File: config.mk
export PLATFORM = sky130hd
export DESIGN_NAME = ofs_prog
export DESIGN_NICKNAME = d
export VERILOG_FILES = /design/src/rtl/ofs_prog_pkg.sv /design/src/rtl/ofs_meth_latch.sv /design/src/rtl/ofs_ser_ctl.sv /design/src/rtl/ofs_par_ctl.sv /design/src/rtl/ofs_prog.sv
export SDC_FILE = /design/constraint.sdc
export NUM_CORES = 1
export LEC_CHECK = 0
export BUFFER_PORTS_ARGS = -buffer_cell sky130_fd_sc_hd__buf_2
export CAP_MARGIN = 30
export CORE_MARGIN = 2
export CORE_UTILIZATION = 45
export CTS_CLUSTER_SIZE = 28
export DETAILED_ROUTE_END_ITERATION = 6
export GPL_TIMING_DRIVEN = 0
export HOLD_SLACK_MARGIN = 0.15
export PLACE_DENSITY = 0.69
export SLEW_MARGIN = 20
export SYNTH_ARGS = -nofsm -noshare
export SYNTH_HDL_FRONTEND = slang
export SYNTH_SLANG_ARGS = --single-unit
File: constraint.sdc
create_clock -name clk_i -period 1.7 [get_ports clk_i]
set_input_delay 0.085 -clock clk_i [delete_from_list [all_inputs] [get_ports clk_i]]
set_output_delay 0.085 -clock clk_i [all_outputs]
set_load 0.02 [all_outputs]
File: src/rtl/ofs_prog_pkg.sv
package ofs_prog_pkg;
  typedef enum logic [1:0] {
    METH_SER = 2'd0,
    METH_PAR = 2'd1,
    METH_DEF = 2'd2
  } meth_e;

  function automatic int unsigned preset_val(input logic [1:0] code);
    case (code)
      2'b01:   return 8;
      2'b10:   return 16;
      2'b11:   return 64;
      default: return 0;
    endcase
  endfunction
endpackage

File: src/rtl/ofs_meth_latch.sv
module ofs_meth_latch
  import ofs_prog_pkg::*;
(
  input  logic       clk_i,
  input  logic       rst_ni,
  input  logic       mrst_ni,
  input  logic       ser_mode_ni,
  input  logic [1:0] sel_i,
  output meth_e      meth_d_o,
  output meth_e      meth_q_o
);
  meth_e meth_q;

  always_comb begin
    if (!ser_mode_ni)        meth_d_o = METH_SER;
    else if (sel_i == 2'b00) meth_d_o = METH_PAR;
    else                     meth_d_o = METH_DEF;
  end

  always_ff @(posedge clk_i or negedge rst_ni) begin
    if (!rst_ni)       meth_q <= METH_SER;
    else if (!mrst_ni) meth_q <= meth_d_o;
  end

  assign meth_q_o = meth_q;
endmodule

File: src/rtl/ofs_ser_ctl.sv
module ofs_ser_ctl #(
  parameter int unsigned BITS = 20
) (
  input  logic clk_i,
  input  logic rst_ni,
  input  logic mrst_ni,
  input  logic prst_ni,
  input  logic active_i,
  input  logic en_ni,
  output logic shift_o,
  output logic done_o
);
  localparam int unsigned CW = $clog2(BITS + 1);

  logic [CW-1:0] cnt_q;
  logic          done_q;

  assign shift_o = active_i & mrst_ni & prst_ni & ~en_ni & ~done_q;

  always_ff @(posedge clk_i or negedge rst_ni) begin
    if (!rst_ni) begin
      cnt_q  <= '0;
      done_q <= 1'b0;
    end else if (!mrst_ni) begin
      cnt_q  <= '0;
      done_q <= 1'b0;
    end else if (shift_o) begin
      cnt_q <= cnt_q + 1'b1;
      if (cnt_q == CW'(BITS - 1)) done_q <= 1'b1;
    end
  end

  assign done_o = done_q;
endmodule

File: src/rtl/ofs_par_ctl.sv
module ofs_par_ctl (
  input  logic clk_i,
  input  logic rst_ni,
  input  logic mrst_ni,
  input  logic prst_ni,
  input  logic active_i,
  input  logic load_i,
  output logic ld_x_o,
  output logic ld_y_o,
  output logic done_o
);
  logic second_q, done_q, take;

  assign take   = active_i & mrst_ni & prst_ni & load_i & ~done_q;
  assign ld_x_o = take & ~second_q;
  assign ld_y_o = take & second_q;

  always_ff @(posedge clk_i or negedge rst_ni) begin
    if (!rst_ni) begin
      second_q <= 1'b0;
      done_q   <= 1'b0;
    end else if (!mrst_ni) begin
      second_q <= 1'b0;
      done_q   <= 1'b0;
    end else begin
      if (ld_x_o) second_q <= 1'b1;
      if (ld_y_o) done_q   <= 1'b1;
    end
  end

  assign done_o = done_q;
endmodule

File: src/rtl/ofs_prog.sv
module ofs_prog
  import ofs_prog_pkg::*;
#(
  parameter int unsigned OFS_W = 10
) (
  input  logic             clk_i,
  input  logic             rst_ni,
  input  logic             mrst_ni,
  input  logic             prst_ni,
  input  logic             ser_mode_ni,
  input  logic             cfg_hi_en_ni,
  input  logic             cfg_lo_dat_i,
  input  logic             load_i,
  input  logic [OFS_W-1:0] wdata_i,
  output logic [OFS_W-1:0] x_o,
  output logic [OFS_W-1:0] y_o,
  output logic             done_o
);
  localparam int unsigned WORD_W = 2 * OFS_W;

  meth_e            meth_d, meth_q;
  logic             shift, ser_done, ld_x, ld_y, par_done;
  logic [OFS_W-1:0] x_q, y_q, preset;
  logic [WORD_W-1:0] word_sh;

  ofs_meth_latch u_meth (
    .clk_i      (clk_i),
    .rst_ni     (rst_ni),
    .mrst_ni    (mrst_ni),
    .ser_mode_ni(ser_mode_ni),
    .sel_i      ({cfg_hi_en_ni, cfg_lo_dat_i}),
    .meth_d_o   (meth_d),
    .meth_q_o   (meth_q)
  );

  ofs_ser_ctl #(.BITS(WORD_W)) u_ser (
    .clk_i   (clk_i),
    .rst_ni  (rst_ni),
    .mrst_ni (mrst_ni),
    .prst_ni (prst_ni),
    .active_i(meth_q == METH_SER),
    .en_ni   (cfg_hi_en_ni),
    .shift_o (shift),
    .done_o  (ser_done)
  );

  ofs_par_ctl u_par (
    .clk_i   (clk_i),
    .rst_ni  (rst_ni),
    .mrst_ni (mrst_ni),
    .prst_ni (prst_ni),
    .active_i(meth_q == METH_PAR),
    .load_i  (load_i),
    .ld_x_o  (ld_x),
    .ld_y_o  (ld_y),
    .done_o  (par_done)
  );

  // preset only applies when the decoded method is default; else clear
  assign preset  = (meth_d == METH_DEF)
                 ? OFS_W'(preset_val({cfg_hi_en_ni, cfg_lo_dat_i})) : '0;
  assign word_sh = {y_q[OFS_W-2:0], x_q, cfg_lo_dat_i};

  always_ff @(posedge clk_i or negedge rst_ni) begin
    if (!rst_ni) begin
      x_q <= '0;
      y_q <= '0;
    end else if (!mrst_ni) begin
      x_q <= preset;
      y_q <= preset;
    end else if (shift) begin
      y_q <= word_sh[WORD_W-1:OFS_W];
      x_q <= word_sh[OFS_W-1:0];
    end else begin
      if (ld_x) x_q <= wdata_i;
      if (ld_y) y_q <= wdata_i;
    end
  end

  assign x_o    = x_q;
  assign y_o    = y_q;
  assign done_o = mrst_ni & ((meth_q == METH_DEF) | ser_done | par_done);
endmodule

* After elaboration in Yosys (flattened, before gate mapping)
Index checks and enable logic that the tools add are counted.
Operators by class: div/mod/pow operators 0, mux-type cells 19, magnitude comparators 0, reductions and logical operators 3, bitwise logic cells 17, eq/ne operators 13, $mul 0, shift-type cells 0, $add $sub $neg 1
Operators with widths (number):
- 10-bit two-way mux | 7
- 7-bit one-hot mux with 3 select lines | 1
- 1-bit AND | 11
- 5-bit two-way mux | 2
- 2-bit equality test (second input constant) | 4
- 2-bit by 1-bit != test with 1-bit output (second input constant) | 4
- 1-bit two-way mux | 7
- 3-bit by 1-bit != test with 1-bit output (second input constant) | 2
- 5-bit by 1-bit adder with 5-bit output (second input constant) | 1
- 5-bit equality test (second input constant) | 1
- 2-bit by 1-bit equality test with 1-bit output (second input constant) | 2
- 2-bit zero test | 2
- 2-bit two-way mux | 2
- 1-bit inverter | 4
- 1-bit OR | 2
- 2-bit AND reduction | 1
Word-level totals: bits in registers 30, output and inout port bits 21, input bits 18, RAM bits 0, word-level logic and storage cells 60, memory bits (read-only) 0, latch bits 0, memories kept 0

* Longest topological paths before layout
depth in word-level cells 9, depth in mapped cells 6, mapped depth without buffers 5

* Hierarchy
From an unflattened synthesis, not the netlist that was laid out.
Unflattened totals: cells, all modules 150, area, all modules 1616.6 um^2
Modules (own cells, without submodules):
- ofs_prog | area each 1097.3 um^2, cells an instance 102, seq. area each 500.5 um^2, instances 1
- ofs_ser_ctl | area each 322.8 um^2, cells an instance 29, seq. area each 150.1 um^2, instances 1
- ofs_par_ctl | area each 102.6 um^2, cells an instance 9, seq. area each 50.0 um^2, instances 1
- ofs_meth_latch | area each 93.8 um^2, cells an instance 10, seq. area each 50.0 um^2, instances 1

* Worst setup path before layout
Ideal clock, no wire load.
path type register to register, start register u_ser.done_q (netlist: u_ser.done_o), end register x_q[5] (netlist: x_o[5]), stages on the path, launching flop included 7, setup time 0.137 ns, period minus slack after synthesis 1.535 ns, path slack 0.165 ns, data required time 1.563 ns, path buffers 2, data arrival time 1.398 ns, cells stage by stage dfrtp_1 or3_4 nor2_2 buf_6 buf_12 mux2i_1 mux2i_1
On the way: word-level cells in the longest chain between the ends 4, elaborated cells on any way between the ends 5, classes of those cells 1 x eq/ne; 2 x mux; 2 x bitwise
Ends and longest elaborated chain:
- start, declared | line ofs_ser_ctl.sv:16 | logic done_q;
- start signal, assigned | line ofs_ser_ctl.sv:23 | done_q <= 1'b0;
- start signal, assigned | line ofs_ser_ctl.sv:26 | done_q <= 1'b0;
- start signal, assigned | line ofs_ser_ctl.sv:29 | if (cnt_q == CW'(BITS - 1)) done_q <= 1'b1;
- 1-bit inverter (*) | line ofs_ser_ctl.sv:18 | assign shift_o = active_i & mrst_ni & prst_ni & ~en_ni & ~done_q;
- 1-bit AND (*) | line ofs_ser_ctl.sv:18
- 10-bit two-way mux | line ofs_prog.sv:71 | end else if (shift) begin
- 10-bit two-way mux | line ofs_prog.sv:68 | end else if (!mrst_ni) begin
- end signal, assigned | line ofs_prog.sv:69 | x_q <= preset;
- end signal, assigned | line ofs_prog.sv:73 | x_q <= word_sh[OFS_W-1:0];
- end signal, assigned | line ofs_prog.sv:75 | if (ld_x) x_q <= wdata_i;
- end, declared | line ofs_prog.sv:23 | logic [OFS_W-1:0] x_q, y_q, preset;
Every way passes the cells marked *; elsewhere a longest branch is shown, timed or not. A chain may end at the register's enable or synchronous reset.

* Final worst setup path
start register u_ser.done_q (netlist: u_ser.done_o), end register x_q[1] (netlist: x_o[1])
The elaborated chain is that of the path after synthesis.

==> results by group <==
Worst setup path
  – Most frequent CP cell: mux2i_1
  – Worst path bufs/invs: 2
  – Reg-to-reg startpoint: u_ser.done_o
  – CP endpoint kind: flip-flop
  – CP Cell Sequence: or3_4, nor2_4, buf_6, buf_12, mux2i_1, mux2i_1
  – Max stage delay on crit path: 0.40 ns
  – Worst path slowest cell: dfrtp_1
  – Critical path type: flip-flop to flip-flop
  – Crit. Startpoint: u_ser.done_o
  – Worst-path fanout max: 9
  – Critical Path AT: 1.84 ns
  – Worst Path Required: 1.90 ns
  – CP top delay family: simple AND/OR/NAND/NOR gates
  – Critical Path Source Type: flip-flop

Synth
  – Warnings from Yosys: 0
  – Syn Area/Cell: 11.1 um2
  – Main area contributors after synthesis: dfrtp_1 (47%), mux2i_1 (18%), nand2_1 (5.5%), buf_12 (2.5%), a221o_1 (1.9%)
  – Seq/Total Area, Yosys: 0.475
  – Post-synthesis cell count: 142
  – Net Count, Synth: approximately 160
  – Synthesis-stage register bit count: 30
  – Area leader, netlist: dfrtp_1
  – Synth cell types: 36
  – Top cell type's share of synthesized area: 0.475
  – Mapped Area: 1580 um2

Global routing
  – Gr ovfl total: 0
  – Largest net degree at the start of global routing: 31
  – Total Routing Usage GR: 0.213
  – Met1 Track Usage GR: 0.253
  – Met3 GRT Util: 0.0661
  – Met2 GRT Util: 0.362
  – Antenna violations before repair: 0
  – Top Usage Layer GRT: met2
  – Vias in the first global route: 1360
  – Global-route wire length before repair: 6540 um

Floorplanning
  – Site row count: 21
  – Die Area: roughly 4000 um2
  – Starting Density: 0.470
  – Core area: 3360 um2
  – Die W: between 60 and 70 um
  – Boundary Pins: 39
  – Die Ht: about 63 um

Timing
  – Hold Vio Cnt, Final: 0
  – Final worst setup slack: 0.0672 ns
  – FMAX: just over 0.6 GHz
  – Setup TNS Final: 0 ns
  – RSZ-0062 raised after global routing: true
  – Slew Limit Fails: 0
  – Max_slew headroom: 0.562
  – Min Clock Period, post-route: 1.63 ns
  – Skew final: 0.00889 ns
  – Period utilization: 0.960
  – Worst Max-Slew Pin Slew: roughly 0.66 ns
  – Final setup vio count: 0
  – Worst hold margin: 0.173 ns

Place
  – Placed cells: 226
  – Dpl hpwl: 2630 um
  – DP Area: 1830 um2
  – Placement Setup Slack: 0.00151 ns
  – Buffers on Ports: 38
  – Routability cong.: around 0.82

Clock network
  – CTS tree: yes
  – Clock-pin slew on the worst setup and hold paths: 0.10 ns
  – Clk buf depth: 2
  – Clk_lat worst skew: 0.34 ns
  – Root Buffer Master: clkbuf_4
  – # clock sinks: 30
  – H-tree levels: 2
  – CTS buffer count: 5

Pwr
  – Part of the power in registers: 0.516
  – Comb pwr share: 0.184
  – Worst vdd ir: ~0.52 mV
  – Sw Share: 0.287
  – Total power: 1.50 mW
  – Power per cell area: between 700 and 800 nW/um2
  – LEAKAGE: 1.09 nW
  – Clock network power share: 0.300
  – Internal: between 1 and 1.5 mW
  – Net switching power: between 0.4 and 0.5 mW

Outcome
  – Status: finished clean

Hold path
  – Worst hold path type: primary input to flip-flop
  – Hold path start: cfg_hi_en_ni

Detailed routing
  – Post-route DRC: 0
  – Vias: roughly 1300
  – Initial drt markers: 43
  – Routed WL per cell: 15.1 um
  – Antenna Nets Post-Route: 0
  – Vias per inst: 5.21
  – Drt total wl: around 3900 um
  – Pre-antenna DRT Iters: 4

Finish
  – Final Core Density: 0.624
  – Antenna Cells: 0
  – Layout cells sized above 1: 0.311
  – FILL cells: 304
  – Post-Layout Inst Area: between 2000 and 2500 um2
  – Area grow syn2layout: 32.8%
  – Finished Layout Cells: 255
  – Nets: 227

Run
  – Max-cap viol count: 0
[tightest hold or removal path: stages]
cell and delay (ns):
buf_2 0.12, a32o_1 0.16, a221o_1 0.11
[placed cells by master (no fill, tap or decap), types with 2 or more instances in the layout]
cell type	synthesis	routed
nor2_1	2	2
buf_12	2	2
mux2i_1	29	29
buf_4	1	9
dlygate4sd3_1	0	13
nor3_4	1	2
a21oi_1	2	2
xor2_1	3	3
or3_1	2	2
a221o_1	3	3
clkbuf_4	0	5
inv_1	2	2
a21o_1	2	2
nand2_1	23	23
and3b_1	2	2
nor2b_1	3	3
nand3_1	6	6
buf_2	0	38
dfrtp_1	30	30
clkbuf_1	3	4
and2_1	4	4
o21ai_0	3	3
[Yosys cell counts]
| cell | count |
|---|---|
| a21o_1 | 2 |
| or3_4 | 1 |
| nand3b_1 | 1 |
| nand3b_2 | 1 |
| a22o_1 | 1 |
| inv_1 | 2 |
| nor2b_1 | 3 |
| a32oi_1 | 1 |
| dfrtp_1 | 30 |
| a221o_1 | 3 |
| xor2_1 | 3 |
| o21a_1 | 1 |
| mux2i_1 | 29 |
| and3b_1 | 2 |
| or2_2 | 1 |
| nor2_2 | 2 |
| buf_4 | 1 |
| nor3b_1 | 1 |
| nor3_4 | 1 |
| ha_1 | 1 |
| a21oi_1 | 2 |
| a31oi_1 | 1 |
| and2_1 | 4 |
| nor2_1 | 2 |
| buf_12 | 2 |
| buf_6 | 1 |
| o311ai_0 | 1 |
| nor3_1 | 1 |
| a32o_1 | 1 |
| o21ai_0 | 3 |
| nor3_2 | 2 |
| nand3_1 | 6 |
| nand2_1 | 23 |
| clkbuf_1 | 3 |
| o31a_1 | 1 |
| or3_1 | 2 |
[layer usage]
layer | wire length [um] | vias up | part of all wire
met2 | 1870 | 38 | 0.49
met4 | 78 | 0 | 0.020
met3 | 178 | 11 | 0.046
met5 | 0 | - | 0
li1 | - | 635 | -
met1 | 1720 | 644 | 0.45
[power by group through the flow]
| stage | registers [mW] | clock network (mW) | logic [mW] |
|---|---|---|---|
| floorplan | 0.817 | 0 | 0.110 |
| global placement | 0.786 | 0 | 0.236 |
| detailed placement | 0.788 | 0 | 0.242 |
| CTS | 0.774 | 0.462 | 0.268 |
| global route | 0.780 | 0.499 | 0.300 |
| finish | 0.775 | 0.451 | 0.277 |
[cell families (layout without fill, tap and decap cells)]
logic type                 after synthesis  count (layout)  synth area share
AOI/OAI and AO/OA                       17              17            0.0815
muxes                                   29              29             0.184
xor gates and xnor gates                 3               3            0.0166
adders and majority gates                1               1           0.00791
buffers and inverters                    9              76            0.0491
and+or+nand+nor                         53              53             0.187
DFF                                     30              30             0.475
[area by class of cell]
class	instances	area, um2	share of cell area
repair buffers	59	380	0.181
clock inverters	1	5.00	0.00238
plain buffers	7	70.1	0.0334
multi-input cells	103	773	0.368
inverters	2	7.51	0.00358
flip-flops and latches	30	751	0.358
clock buffers	7	55.1	0.0262
well taps	46	57.6	0.0274
[sequential cells by signal, summed over array words and instances, names as in the netlist]
signal / cells
x_o: 10
y_o: 10
u_ser.cnt_q: 5
u_meth.meth_q_o: 2
u_par.done_o: 1
u_par.second_q: 1
u_ser.done_o: 1
[repair_timing]
item                                    in CTS  in global routing
endpoints found under the hold margin       52                  0
pin swaps                                    1                  1
hold buffers                                13                  0
setup buffers                                4                  4
gates resized for setup                      0                  3
endpoints found under the setup margin      11                 15
[final timing paths]
check                            endpoint  slack, ns  depth (start not counted)
setup / recovery                   x_o[1]       0.07                          6
hold / removal                     x_o[6]       0.17                          3
setup reg to reg                   x_o[1]       0.07                          6
hold reg to reg            u_ser.cnt_q[4]       0.49                          1
max in group asynchronous          x_o[9]       0.96                          2
min in group asynchronous  u_ser.cnt_q[4]       0.31                          2
(Power assumes the default switching activity.)
